$ cat src/rtl/nvRestorePkg.sv
package nvRestorePkg;
  localparam int NV_ADDR_W   = 4;
  localparam int NV_DATA_W   = 8;
  localparam int OP_W        = 4;
  localparam int WIPER_COUNT = 2;

  typedef enum logic [OP_W-1:0] {
    OP_NOP        = 4'd0,
    OP_RESTORE_RM = 4'd1,
    OP_STORE      = 4'd3,
    OP_RESTORE    = 4'd8,
    OP_FETCH      = 4'd9
  } nvOp_e;

  typedef struct packed {
    logic                 bootLoad;
    logic                 restoreEn;
    logic                 nvWrite;
    logic                 nvRead;
    logic [NV_ADDR_W-1:0] addr;
    logic [NV_DATA_W-1:0] data;
  } nvStrobes_t;
endpackage

$ cat src/rtl/tapDecoder.sv
module tapDecoder #(
  parameter int VAL_W = 8,
  localparam int TAPS = 1 << VAL_W
) (
  input  logic [VAL_W-1:0] value,
  output logic [TAPS-1:0]  sel
);
  for (genvar i = 0; i < TAPS; i++) begin : g_tap
    assign sel[i] = (value == VAL_W'(i));
  end
endmodule

$ cat src/rtl/nvCtrl.sv
module nvCtrl
  import nvRestorePkg::*;
#(
  parameter int WRITE_CYCLES = 6,
  localparam int CNT_W = $clog2(WRITE_CYCLES + 1)
) (
  input  logic                 clk,
  input  logic                 rstN,
  input  logic                 cmdValid,
  input  logic [OP_W-1:0]      cmdOp,
  input  logic [NV_ADDR_W-1:0] cmdAddr,
  input  logic [NV_DATA_W-1:0] cmdData,
  output logic                 cmdReady,
  output logic                 busy,
  output logic                 readModeActive,
  output nvStrobes_t           strobes
);
  logic             bootingQ;
  logic [CNT_W-1:0] busyCnt;
  logic             accept;
  logic             isRestore;
  logic             isKnown;

  always_comb begin
    cmdReady  = !bootingQ && (busyCnt == '0);
    busy      = (busyCnt != '0);
    accept    = cmdValid && cmdReady;
    isRestore = (cmdOp == OP_RESTORE_RM) || (cmdOp == OP_RESTORE);
    isKnown   = isRestore || (cmdOp == OP_NOP) || (cmdOp == OP_STORE) ||
                (cmdOp == OP_FETCH);
    strobes.bootLoad  = bootingQ;
    strobes.restoreEn = accept && isRestore &&
                        (cmdAddr < NV_ADDR_W'(WIPER_COUNT));
    strobes.nvWrite   = accept && (cmdOp == OP_STORE);
    strobes.nvRead    = accept && (cmdOp == OP_FETCH);
    strobes.addr      = cmdAddr;
    strobes.data      = cmdData;
  end

  always_ff @(posedge clk) begin
    if (!rstN) begin
      bootingQ       <= 1'b1;
      busyCnt        <= '0;
      readModeActive <= 1'b0;
    end else begin
      bootingQ <= 1'b0;
      if (accept && (cmdOp == OP_STORE))
        busyCnt <= CNT_W'(WRITE_CYCLES);
      else if (busyCnt != '0)
        busyCnt <= busyCnt - CNT_W'(1);
      if (accept && (cmdOp == OP_NOP))
        readModeActive <= 1'b0;
      else if (accept && (cmdOp == OP_RESTORE_RM))
        readModeActive <= 1'b1;
    end
  end

  AST_STORE_BUSY: assert property (@(posedge clk) disable iff (!rstN)
    (cmdValid && cmdReady && cmdOp == OP_STORE) |=> (busy && !cmdReady));
  AST_NOP_CLEARS: assert property (@(posedge clk) disable iff (!rstN)
    (cmdValid && cmdReady && cmdOp == OP_NOP) |=> !readModeActive);
  AST_RM_SETS: assert property (@(posedge clk) disable iff (!rstN)
    (cmdValid && cmdReady && cmdOp == OP_RESTORE_RM) |=> readModeActive);
  AST_UNKNOWN_KEEPS: assert property (@(posedge clk) disable iff (!rstN)
    (cmdValid && cmdReady && !isKnown) |=> $stable(readModeActive));
  AST_HELD_OFF: assert property (@(posedge clk) disable iff (!rstN)
    !cmdReady |-> !(strobes.nvWrite || strobes.nvRead || strobes.restoreEn));
endmodule

$ cat src/rtl/nvDatapath.sv
module nvDatapath
  import nvRestorePkg::*;
#(
  parameter logic [NV_DATA_W-1:0] INIT_W1   = 8'h80,
  parameter logic [NV_DATA_W-1:0] INIT_W2   = 8'h20,
  parameter logic [NV_DATA_W-1:0] USER_INIT = 8'h00,
  localparam int NV_DEPTH = 1 << NV_ADDR_W,
  localparam int TAPS     = 1 << NV_DATA_W
) (
  input  logic                 clk,
  input  logic                 rstN,
  input  nvStrobes_t           strobes,
  output logic                 rdValid,
  output logic [NV_DATA_W-1:0] rdData,
  output logic [NV_DATA_W-1:0] wiper1,
  output logic [NV_DATA_W-1:0] wiper2,
  output logic [TAPS-1:0]      tapSel1,
  output logic [TAPS-1:0]      tapSel2
);
  logic [NV_DATA_W-1:0] nvMem [NV_DEPTH];

  always_ff @(posedge clk) begin
    if (!rstN) begin
      for (int i = 0; i < NV_DEPTH; i++)
        nvMem[i] <= (i == 0) ? INIT_W1 : (i == 1) ? INIT_W2 : USER_INIT;
      wiper1  <= '0;
      wiper2  <= '0;
      rdValid <= 1'b0;
      rdData  <= '0;
    end else begin
      rdValid <= strobes.nvRead;
      if (strobes.nvRead) rdData <= nvMem[strobes.addr];
      if (strobes.nvWrite) nvMem[strobes.addr] <= strobes.data;
      if (strobes.bootLoad) begin
        wiper1 <= nvMem[0];
        wiper2 <= nvMem[1];
      end else if (strobes.restoreEn) begin
        if (strobes.addr[0]) wiper2 <= nvMem[1];
        else                 wiper1 <= nvMem[0];
      end
    end
  end

  tapDecoder #(.VAL_W(NV_DATA_W)) i_tap1 (.value(wiper1), .sel(tapSel1));
  tapDecoder #(.VAL_W(NV_DATA_W)) i_tap2 (.value(wiper2), .sel(tapSel2));

  AST_TAP1_ONEHOT: assert property (@(posedge clk) disable iff (!rstN)
    $countones(tapSel1) == 1);
  AST_TAP2_ONEHOT: assert property (@(posedge clk) disable iff (!rstN)
    $countones(tapSel2) == 1);
  AST_WIPER1_QUIET: assert property (@(posedge clk) disable iff (!rstN)
    (!strobes.bootLoad && !strobes.restoreEn) |=> $stable(wiper1));
  AST_WIPER2_QUIET: assert property (@(posedge clk) disable iff (!rstN)
    (!strobes.bootLoad && !strobes.restoreEn) |=> $stable(wiper2));
  AST_READ_PULSE: assert property (@(posedge clk) disable iff (!rstN)
    strobes.nvRead |=> rdValid);
  AST_BOOT_LOAD: assert property (@(posedge clk) disable iff (!rstN)
    strobes.bootLoad |=> (wiper1 == nvMem[0] && wiper2 == nvMem[1]));
endmodule

$ cat src/rtl/nvRestoreCtl.sv
module nvRestoreCtl
  import nvRestorePkg::*;
#(
  parameter int WRITE_CYCLES = 6,
  parameter logic [7:0] INIT_W1   = 8'h80,
  parameter logic [7:0] INIT_W2   = 8'h20,
  parameter logic [7:0] USER_INIT = 8'h00
) (
  input  logic         clk,
  input  logic         rstN,
  input  logic         cmdValid,
  input  logic [3:0]   cmdOp,
  input  logic [3:0]   cmdAddr,
  input  logic [7:0]   cmdData,
  output logic         cmdReady,
  output logic         busy,
  output logic         readModeActive,
  output logic         rdValid,
  output logic [7:0]   rdData,
  output logic [7:0]   wiper1,
  output logic [7:0]   wiper2,
  output logic [255:0] tapSel1,
  output logic [255:0] tapSel2
);
  nvStrobes_t strobes;

  nvCtrl #(.WRITE_CYCLES(WRITE_CYCLES)) i_ctrl (
    .clk, .rstN, .cmdValid, .cmdOp, .cmdAddr, .cmdData,
    .cmdReady, .busy, .readModeActive, .strobes
  );

  nvDatapath #(.INIT_W1(INIT_W1), .INIT_W2(INIT_W2), .USER_INIT(USER_INIT)) i_dp (
    .clk, .rstN, .strobes, .rdValid, .rdData, .wiper1, .wiper2, .tapSel1, .tapSel2
  );
endmodule

$ cat config.mk
export PLATFORM = sky130hd
export DESIGN_NAME = nvRestoreCtl
export DESIGN_NICKNAME = d
export VERILOG_FILES = /design/src/rtl/nvRestorePkg.sv /design/src/rtl/tapDecoder.sv /design/src/rtl/nvCtrl.sv /design/src/rtl/nvDatapath.sv /design/src/rtl/nvRestoreCtl.sv
export SDC_FILE = /design/constraint.sdc
export NUM_CORES = 1
export LEC_CHECK = 0
export ABC_AREA = 1
export BUFFER_PORTS_ARGS = -buffer_cell sky130_fd_sc_hd__buf_4
export CAP_MARGIN = 20
export CORE_AREA = 2 2 217 219
export CTS_CLUSTER_SIZE = 24
export DETAILED_ROUTE_END_ITERATION = 7
export DIE_AREA = 0 0 219 221
export GPL_ROUTABILITY_DRIVEN = 0
export MAX_ROUTING_LAYER = met4
export REMOVE_ABC_BUFFERS = 1
export SKIP_CTS_REPAIR_TIMING = 1
export SLEW_MARGIN = 20
export SYNTH_ARGS = -nofsm -noshare
export SYNTH_HDL_FRONTEND = slang
export SYNTH_SLANG_ARGS = --single-unit
$ cat constraint.sdc
create_clock -name clk -period 3.9 [get_ports clk]
set_clock_uncertainty 0.15 [all_clocks]
set_input_delay 0.39 -clock clk [delete_from_list [all_inputs] [get_ports clk]]
set_output_delay 0.39 -clock clk [all_outputs]
set_load 0.02 [all_outputs]
Word-level counts from Yosys, hierarchy flattened --
Memory sizes are Yosys's and may differ from the RTL's. A register that Yosys moved wholly into a read port is not among the register bits. Cells that the tools add are included.
Storage, ports and cells: ROM bits 0, bits of input ports 19, latch bits 0, word-level logic and storage cells 565, memories kept 1, output and inout port bits 540, memory bits (writable) 128, register bits 22
Memories:
- i_dp.nvMem | words 16, width 8, rd ports 3, clocked after memory_dff 1, write ports 16, line nvDatapath.sv:20 | logic [NV_DATA_W-1:0] nvMem [NV_DEPTH];
Operators by class: $add $sub $neg 1, bitwise logic cells 1, $mul 0, multiplexer cells 15, equal/unequal tests 515, $lt $le $gt $ge 1, divide/modulo/power cells 0, shifts and indexed selects 0, reductions and logical operators 24
Operators with widths (number):
- 8-bit equality test (second input constant) | 256
- 8-bit by 7-bit equality test with 1-bit output (second input constant) | 128
- 8-bit by 6-bit equality test with 1-bit output (second input constant) | 64
- 8-bit by 5-bit equality test with 1-bit output (second input constant) | 32
- 8-bit by 4-bit equality test with 1-bit output (second input constant) | 16
- 8-bit by 3-bit equality test with 1-bit output (second input constant) | 8
- 8-bit two-way mux | 7
- 8-bit by 2-bit equality test with 1-bit output (second input constant) | 4
- 8-bit by 1-bit equality test with 1-bit output (second input constant) | 2
- 8-bit logical NOT | 2
- 4-bit equality test (second input constant) | 2
- 1-bit logical AND | 8
- 8-bit OR reduction | 1
- 3-bit two-way mux | 2
- 2-bit nonzero test | 3
- 1-bit two-way mux | 5
- 4-bit by 1-bit equality test with 1-bit output (second input constant) | 1
- 4-bit by 2-bit equality test with 1-bit output (second input constant) | 1
- 4-bit logical NOT | 1
- 4-bit by 2-bit less-than comparator with 1-bit output (second input constant) | 1
- 4-bit two-way mux | 1
- 2-bit AND reduction | 2
- 2-bit OR reduction | 2
- 3-bit logical NOT | 1
- other kinds (6) | 7

Depth between registers and ports, before layout --
Gate-level depths: netlist (run 1).
depth after elaboration 9, gate-level depth with buffers 12, mapped depth without buffers 9

By module --
From an unflattened synthesis (run 1), not the netlist that was laid out.
Unflattened totals: cell total of the unflattened synthesis 1543, area total of the unflattened synthesis 10037.1 um2
By module, submodules not included:
- nvDatapath | instances 1, sequential area each 4344.2 um2, cells an instance 777, area each 6872.8 um2
- tapDecoder | instances 2, sequential area each 0.0 um2, cells an instance 348, area each 1366.3 um2
- nvCtrl | instances 1, sequential area each 100.1 um2, cells an instance 70, area each 431.7 um2

Worst setup path before layout (run 1) --
OpenSTA, ideal clock, no wires.
path kind reg2reg, from register i_ctrl.busyCnt[1], to memory i_dp.nvMem[6][0] (enable), period minus slack after synthesis 2.222 ns, library setup time 0.329 ns, path buffers 0, data arrival time 1.743 ns, stages on the path, launching flop included 9, required time 3.421 ns, setup slack 1.678 ns, cells stage by stage dfxtp_1 > nor2_1 > ha_1 > nand3_2 > nor2_2 > nand2_2 > nor3_2 > nand2_1 > nand2_1
RTL lines:
- start: declaration | line nvCtrl.sv:19 | logic [CNT_W-1:0] busyCnt;
- start signal: assignment | line nvCtrl.sv:48 | busyCnt <= CNT_W'(WRITE_CYCLES);
- start signal: assignment | line nvCtrl.sv:50 | busyCnt <= busyCnt - CNT_W'(1);
- end: declaration | line nvDatapath.sv:20

Worst setup path in the final report (run 1) --
from register i_dp.wiper2[3], to output tapSel2[137]
On the way: longest elaborated chain between the ends 1
RTL lines:
- start: declaration | line nvDatapath.sv:16 | output logic [NV_DATA_W-1:0] wiper2,
- start signal: assignment | line nvDatapath.sv:36 | wiper2 <= nvMem[1];
- start signal: assignment | line nvDatapath.sv:38 | if (strobes.addr[0]) wiper2 <= nvMem[1];
- 8-bit equality test | line tapDecoder.sv:9 | assign sel[i] = (value == VAL_W'(i));
- end: declaration | line nvRestoreCtl.sv:23 | output logic [255:0] tapSel2
Every way passes these cells.

==> results of run 1 <==
-- cells in the mapped netlist --
cell type / instances / area share, %
a21oi_1: 16 / 0.82
buf_1: 2 / 0.077
buf_2: 10 / 0.51
clkbuf_1: 92 / 3.5
clkinv_1: 1 / 0.038
dfxtp_1: 30 / 6.1
edfxtp_1: 128 / 39
ha_1: 2 / 0.26
inv_1: 48 / 1.8
inv_2: 1 / 0.038
nand2_1: 428 / 16
nand2_2: 8 / 0.51
nand3_1: 37 / 1.9
nand3_2: 1 / 0.10
nor2_1: 707 / 27
nor2_2: 1 / 0.064
nor2_4: 1 / 0.11
nor3_1: 1 / 0.051
nor3_2: 1 / 0.10
nor3_4: 1 / 0.17
nor3b_2: 1 / 0.13
nor4_1: 1 / 0.064
o211ai_1: 1 / 0.077
o21ai_0: 13 / 0.66
xor2_1: 1 / 0.089
-- cells by family (layout without fill, tap and decap cells) --
| family | Yosys count | after routing | share of synthesized area, % |
|---|---|---|---|
| other cells | 0 | 1 | 0 |
| fa+ha+maj | 2 | 2 | 0.255 |
| compound gates | 30 | 30 | 1.56 |
| simple gates | 1188 | 1188 | 46.7 |
| xor+xnor | 1 | 1 | 0.0894 |
| flops | 158 | 158 | 45.4 |
| buf+inv | 154 | 648 | 6.03 |
-- where the power goes --
group	total (uW)	switching [uW]	leakage, uW	internal (uW)
clock network	1590	703	0.000260	884
registers	1930	44.1	0.00156	1890
logic	673	510	0.00527	163
-- worst register-to-register path: cells and delay by family (launching register included) --
| kind | cells | cell delay (ns) |
|---|---|---|
| adders and majority gates | 1 | 0.27 |
| DFF | 1 | 0.32 |
| and+or+nand+nor | 7 | 1.75 |
-- layout by cell type (no fill, tap or decap) --
| cell | count |
|---|---|
| o211ai_1 | 1 |
| dfxtp_1 | 30 |
| nand2_2 | 9 |
| clkinv_1 | 3 |
| bufinv_16 | 1 |
| inv_2 | 1 |
| buf_16 | 1 |
| buf_4 | 565 |
| inv_6 | 4 |
| nor2_4 | 1 |
| nand3_2 | 1 |
| nand2_1 | 427 |
| nor2_2 | 1 |
| nor3b_2 | 1 |
| clkinv_4 | 1 |
| o21ai_0 | 13 |
| nor3_2 | 1 |
| inv_1 | 48 |
| nor3_4 | 1 |
| clkbuf_16 | 17 |
| nor3_1 | 1 |
| a21oi_1 | 16 |
| ha_1 | 2 |
| nor2_1 | 707 |
| diode_2 | 1 |
| clkinv_2 | 1 |
| nand3_1 | 37 |
| clkinvlp_4 | 5 |
| inv_8 | 1 |
| edfxtp_1 | 128 |
| xor2_1 | 1 |
| nor4_1 | 1 |
-- per-stage QoR --
step	util, %	worst slack [ns]	total power [uW]	instances	instance area [sq um]
after CTS	32.5	0.943	4190	2633	15000
after global placement	31.2	1.23	2620	2601	14400
after global routing	32.5	0.762	4320	2634	15000
final	32.5	0.888	4190	2635	15000
after detailed placement	31.2	1.14	2630	2601	14400
after floorplan	-	1.42	2320	1429	9390
-- sequential cells by signal (all words and copies together) (netlist names) --
register and flops:
i_dp.wiper1 8, i_ctrl.readModeActive 1, i_dp.rdData 8, i_ctrl.bootingQ 1, i_ctrl.busyCnt 3, i_dp.wiper2 8
i_dp.rdValid 1, i_dp.nvMem 128
-- per-layer routing --
metal  global-route usage (%)  part of all wire (%)  vias up
li1                         -                     -     5645
met1                     28.2                    44     5678
met2                     31.0                    44      802
met3                     3.44                    10       63
met4                     4.23                   1.5        0
met5                        -                     0        -
-- area by class of cell --
class | instances | area [sq um]
Inverter | 50 | 188
Timing Repair Buffer | 566 | 4270
Tap cell | 607 | 759
Fill cell | 4870 | 31100
Sequential cell | 158 | 4440
Antenna cell | 1 | 2.50
Clock buffer | 17 | 425
Clock inverter | 15 | 135
Multi-Input combinational cell | 1221 | 4760
-- path summary, 6_finish.rpt --
check	endpoint	cells past startpoint	slack (ns)
max	tapSel2[137]	5	0.89
min	i_ctrl.readModeActive	3	0.05
max reg2reg	i_dp.nvMem[5][1]	8	1.10
min reg2reg	i_dp.wiper1[1]	2	0.37
==> results.sh, run 1 <==
export IMPL_crit_path_cell_trace="inv_1 > nor2_1 > nand2_1 > nor2_1 > buf_4"
export IMPL_grt_pass1_wl_mm=70.6
export IMPL_grt_usage_pct=20.3
export IMPL_hp_class="primary input to flip-flop"
export IMPL_grt_setup_unrepaired="no"
export IMPL_crit_start="i_dp.wiper2[3]"
export IMPL_synth_seq_cells=158
export IMPL_ant_nets=0
export IMPL_dp_hpwl_mm=38.4
export IMPL_fp_dieW_um=219
export IMPL_min_period_ns=3.01
export IMPL_syn_avg_cell_area_sq_um=6.39
export IMPL_port_buffers=558
export IMPL_cts_buffer_depth=2
export IMPL_floorplan_die_area_sq_um=48400
export IMPL_finalSetupViolCount=0
export IMPL_drc=0
export IMPL_max_freq_ghz=0.332
export IMPL_finalHoldViolCount=0
export IMPL_crit_path_frequent_cell="nor2_1"
export IMPL_layout_nets=2035
export IMPL_cts_htree_levels=4
export IMPL_die_h_um=221
export IMPL_cts_tree="built"
export IMPL_period_share_pct=77.2
export IMPL_holdWs_ns=0.0506
export IMPL_finalWirelength_mm=50.8
export IMPL_wl_per_cell_um=19.3
export IMPL_worstPathMaxFanout=16
export IMPL_required_ns=3.36
export IMPL_area_growth_pct=53.0
export IMPL_power_density_nw_per_um2=280
export IMPL_maxCapViolations=0
export IMPL_vias=12200
export IMPL_grt_pass1_vias=10400
export IMPL_grt_antenna_before_repair=6
export IMPL_peakVddDrop_mv=0.301
export IMPL_cp_data_arrival_time_ns=2.47
export IMPL_overflow=0
export IMPL_relSlewSlack_pct=22.9
export IMPL_path_clk_slew_ns=0.06
export IMPL_initial_utilization_pct=21.3
export IMPL_syn_instance_count=1533
export IMPL_hp_start="cmdOp[3]"
export IMPL_syn_area_sq_um=9790
export IMPL_firstDrtPassIters=5
export IMPL_core_sq_um=46100
export IMPL_clock_latency_ns=0.43
export IMPL_cts_root_buf="clkbuf_16"
export IMPL_cp_top_family="simple AND/OR/NAND/NOR gates"
export IMPL_setup_tns_final_ns=0
export IMPL_outcome="finished clean"
export IMPL_synth_distinct_cells=25
export IMPL_grt_start_max_net_pins=45
export IMPL_cts_num_sinks=158
export IMPL_yosysSeqAreaShare_pct=45.4
export IMPL_slowest_delay_ns=0.72
export IMPL_critPathSlowestCell="nand2_1"
export IMPL_io_pin_count=559
export IMPL_path_buf_inv=2
export IMPL_power_leakage_uw=0.00709
export IMPL_final_max_slew_viol_count=0
export IMPL_yosys_warnings=0
export IMPL_rows=79
export IMPL_drt_iter0_drc=1343
export IMPL_worst_pin_slew_ns=1.15
export IMPL_critPathCaptureType="output port"
export IMPL_vias_per_cell=4.63
export IMPL_cts_buffers=17
export IMPL_crit_path_start_kind="flip-flop"
export IMPL_crit_type="flip-flop to output port"
export IMPL_r2r_start="i_ctrl.busyCnt[1]"
export IMPL_drive_gt1_share_pct=30.2
Note: power is estimated with default switching activity, not from simulation.
==> run 2, diff against run 1 <==
- clock period: 3.9 -> 2.58 ns (I/O delays scaled with it)
==> run 2 against run 1 <==
- via count up 0.67%
- critical endpoint is now tapSel2[216]
- sequential power up 51%
- critical path depth up 1
- global-route usage up 0.11 points
- die area unchanged
- total power up 57%
- combinational power up 62%
- critical path type unchanged
- flip-flop and latch count unchanged
- non-clock buffer count up 58
- core utilization up 1.4 points
- clock power up 62%
- largest power group unchanged
==> results.sh, run 2 (synthesis results as in run 1) <==
export IMPL_r2r_end="i_dp.nvMem[15][4]"
export IMPL_overflow=0
export IMPL_final_common_cell="nor2_1"
export IMPL_crit_path_cell_trace="inv_1 > nor2_1 > nand2_1 > buf_4 > nor2_1 > buf_4"
export IMPL_use_met1_pct=27.7
export IMPL_path_clk_slew_ns=0.06
export IMPL_final_max_slew_viol_count=0
export IMPL_cts_num_sinks=158
export IMPL_crit_end="tapSel2[216]"
export IMPL_finalHoldViolCount=0
export IMPL_outcome="finished clean"
export IMPL_dp_hpwl_mm=39.3
export IMPL_cp_top_family="simple AND/OR/NAND/NOR gates"
export IMPL_maxCapViolations=0
export IMPL_grt_setup_unrepaired="yes"
export IMPL_period_share_pct=97.9
export IMPL_crit_start="i_dp.wiper2[4]"
export IMPL_holdWs_ns=0.114
export IMPL_slowest_delay_ns=0.40
export IMPL_clock_latency_ns=0.43
export IMPL_critPathSlowestCell="dfxtp_1"
export IMPL_core_sq_um=46100
export IMPL_port_buffers=558
export IMPL_drt_iter0_drc=1203
export IMPL_grt_pass1_vias=10800
export IMPL_path_buf_inv=3
export IMPL_required_ns=2.17
export IMPL_path_depth=6
export IMPL_floorplan_die_area_sq_um=48400
export IMPL_cts_buffer_depth=2
export IMPL_worstPathMaxFanout=13
export IMPL_drc=0
export IMPL_io_pin_count=559
export IMPL_fp_dieW_um=219
export IMPL_ff2ff_setup_slack_ns=0.17
export IMPL_hp_class="primary input to flip-flop"
export IMPL_grtUsageMet3_pct=3.95
export IMPL_most_common_layout_cells="700 x nor2_1, 618 x buf_4, 382 x nand2_1, 128 x edfxtp_1, 54 x nand2_2"
export IMPL_die_h_um=221
export IMPL_worst_pin_slew_ns=0.880
export IMPL_firstDrtPassIters=6
export IMPL_num_antenna_cells=0
export IMPL_peakVddDrop_mv=0.443
export IMPL_cts_root_buf="clkbuf_16"
export IMPL_grt_usage_pct=20.4
export IMPL_area_growth_pct=59.7
export IMPL_regMostFlops="i_dp.nvMem"
export IMPL_r2r_start="i_ctrl.busyCnt[1]"
export IMPL_cp_data_arrival_time_ns=2.12
export IMPL_critPathCaptureType="output port"
export IMPL_relSlewSlack_pct=41.2
export IMPL_initial_utilization_pct=21.3
export IMPL_finalCoreUtilization_pct=34.0
export IMPL_cts_tree="built"
export IMPL_vias=12300
export IMPL_cts_buffers=17
export IMPL_finalWirelength_mm=51.1
export IMPL_cts_htree_levels=4
export IMPL_rows=79
export IMPL_power_leakage_uw=0.00742
export IMPL_reg2regPathDepth=8
export IMPL_crit_path_start_kind="flip-flop"
export IMPL_grt_start_max_net_pins=45
export IMPL_layout_nets=2093
export IMPL_fillers=4940
export IMPL_largest_register_ffs=128
export IMPL_setup_tns_final_ns=0
export IMPL_ant_nets=0
export IMPL_drive_gt1_share_pct=34.5
export IMPL_crit_type="flip-flop to output port"
export IMPL_grt_antenna_before_repair=2
export IMPL_top_usage_layer="met2"
export IMPL_grt_pass1_wl_mm=71.3
export IMPL_finalSetupViolCount=0
export IMPL_wl_per_cell_um=19.0
export IMPL_grt_util_met2_pct=31.2
export IMPL_power_density_nw_per_um2=421
export IMPL_min_period_ns=2.53
export IMPL_max_freq_ghz=0.396
export IMPL_vias_per_cell=4.56
[run 2: cell count changes in the layout (fill, tap and decap cells not counted), sizes merged]
cell / previous run / this run
diode: 1 / 0
dlygate4sd3: 0 / 2
inv: 54 / 51
clkbuf: 17 / 21
buf: 566 / 622
clkinvlp: 5 / 1
clkinv: 5 / 7
bufinv: 1 / 2
[run 2: cell type report]
cell class / instances / area, sq um / share of cell area, %
well taps: 607 / 759 / 4.86
flip-flops and latches: 158 / 4440 / 28.4
clock buffers: 21 / 483 / 3.09
repair buffers: 624 / 4740 / 30.3
inverters: 50 / 188 / 1.20
clock inverters: 11 / 130 / 0.832
multi-input cells: 1221 / 4900 / 31.3
[run 2: worst min-delay path: cells and delay by family]
family	cells	cell delay [ns]
buffers and inverters	1	0.12
AND/OR/NAND/NOR	3	0.27
[run 2: through the flow]
step	cell area [sq um]	worst slack [ns]	power, uW	cells
final	15600	0.0534	6580	2692
after global placement	14900	0.250	4000	2657
after floorplan	9390	0.230	3510	1429
after global routing	15600	-0.113	6790	2692
after CTS	15500	0.0351	6560	2689
after detailed placement	14900	0.139	4020	2657
[run 2: how the worst min path moves through the flow]
stage | from | endpoint | slack [ns] | depth (start not counted)
finish | cmdValid | i_ctrl.busyCnt[0] | 0.11 | 4
global route | cmdValid | i_ctrl.busyCnt[0] | 0.13 | 4
CTS | cmdOp[2] | i_ctrl.readModeActive | -0.08 | 3
detailed placement | i_ctrl.busyCnt[1] | i_ctrl.busyCnt[1] | 0.36 | 2
global placement | cmdOp[3] | i_ctrl.readModeActive | 0.36 | 3
floorplan | rstN | i_ctrl.bootingQ | 0.20 | 1
[run 2: where the power goes]
part / switching, uW / total, uW / internal (uW)
clock: 1020 / 2570 / 1550
combinational: 801 / 1090 / 286
sequential: 65.3 / 2920 / 2850
[run 2: per-layer routing]
metal,wire [um],vias to the layer above
met2,22800,690
met1,22500,5763
met4,988,0
met3,4790,63
met5,0,-
li1,-,5754
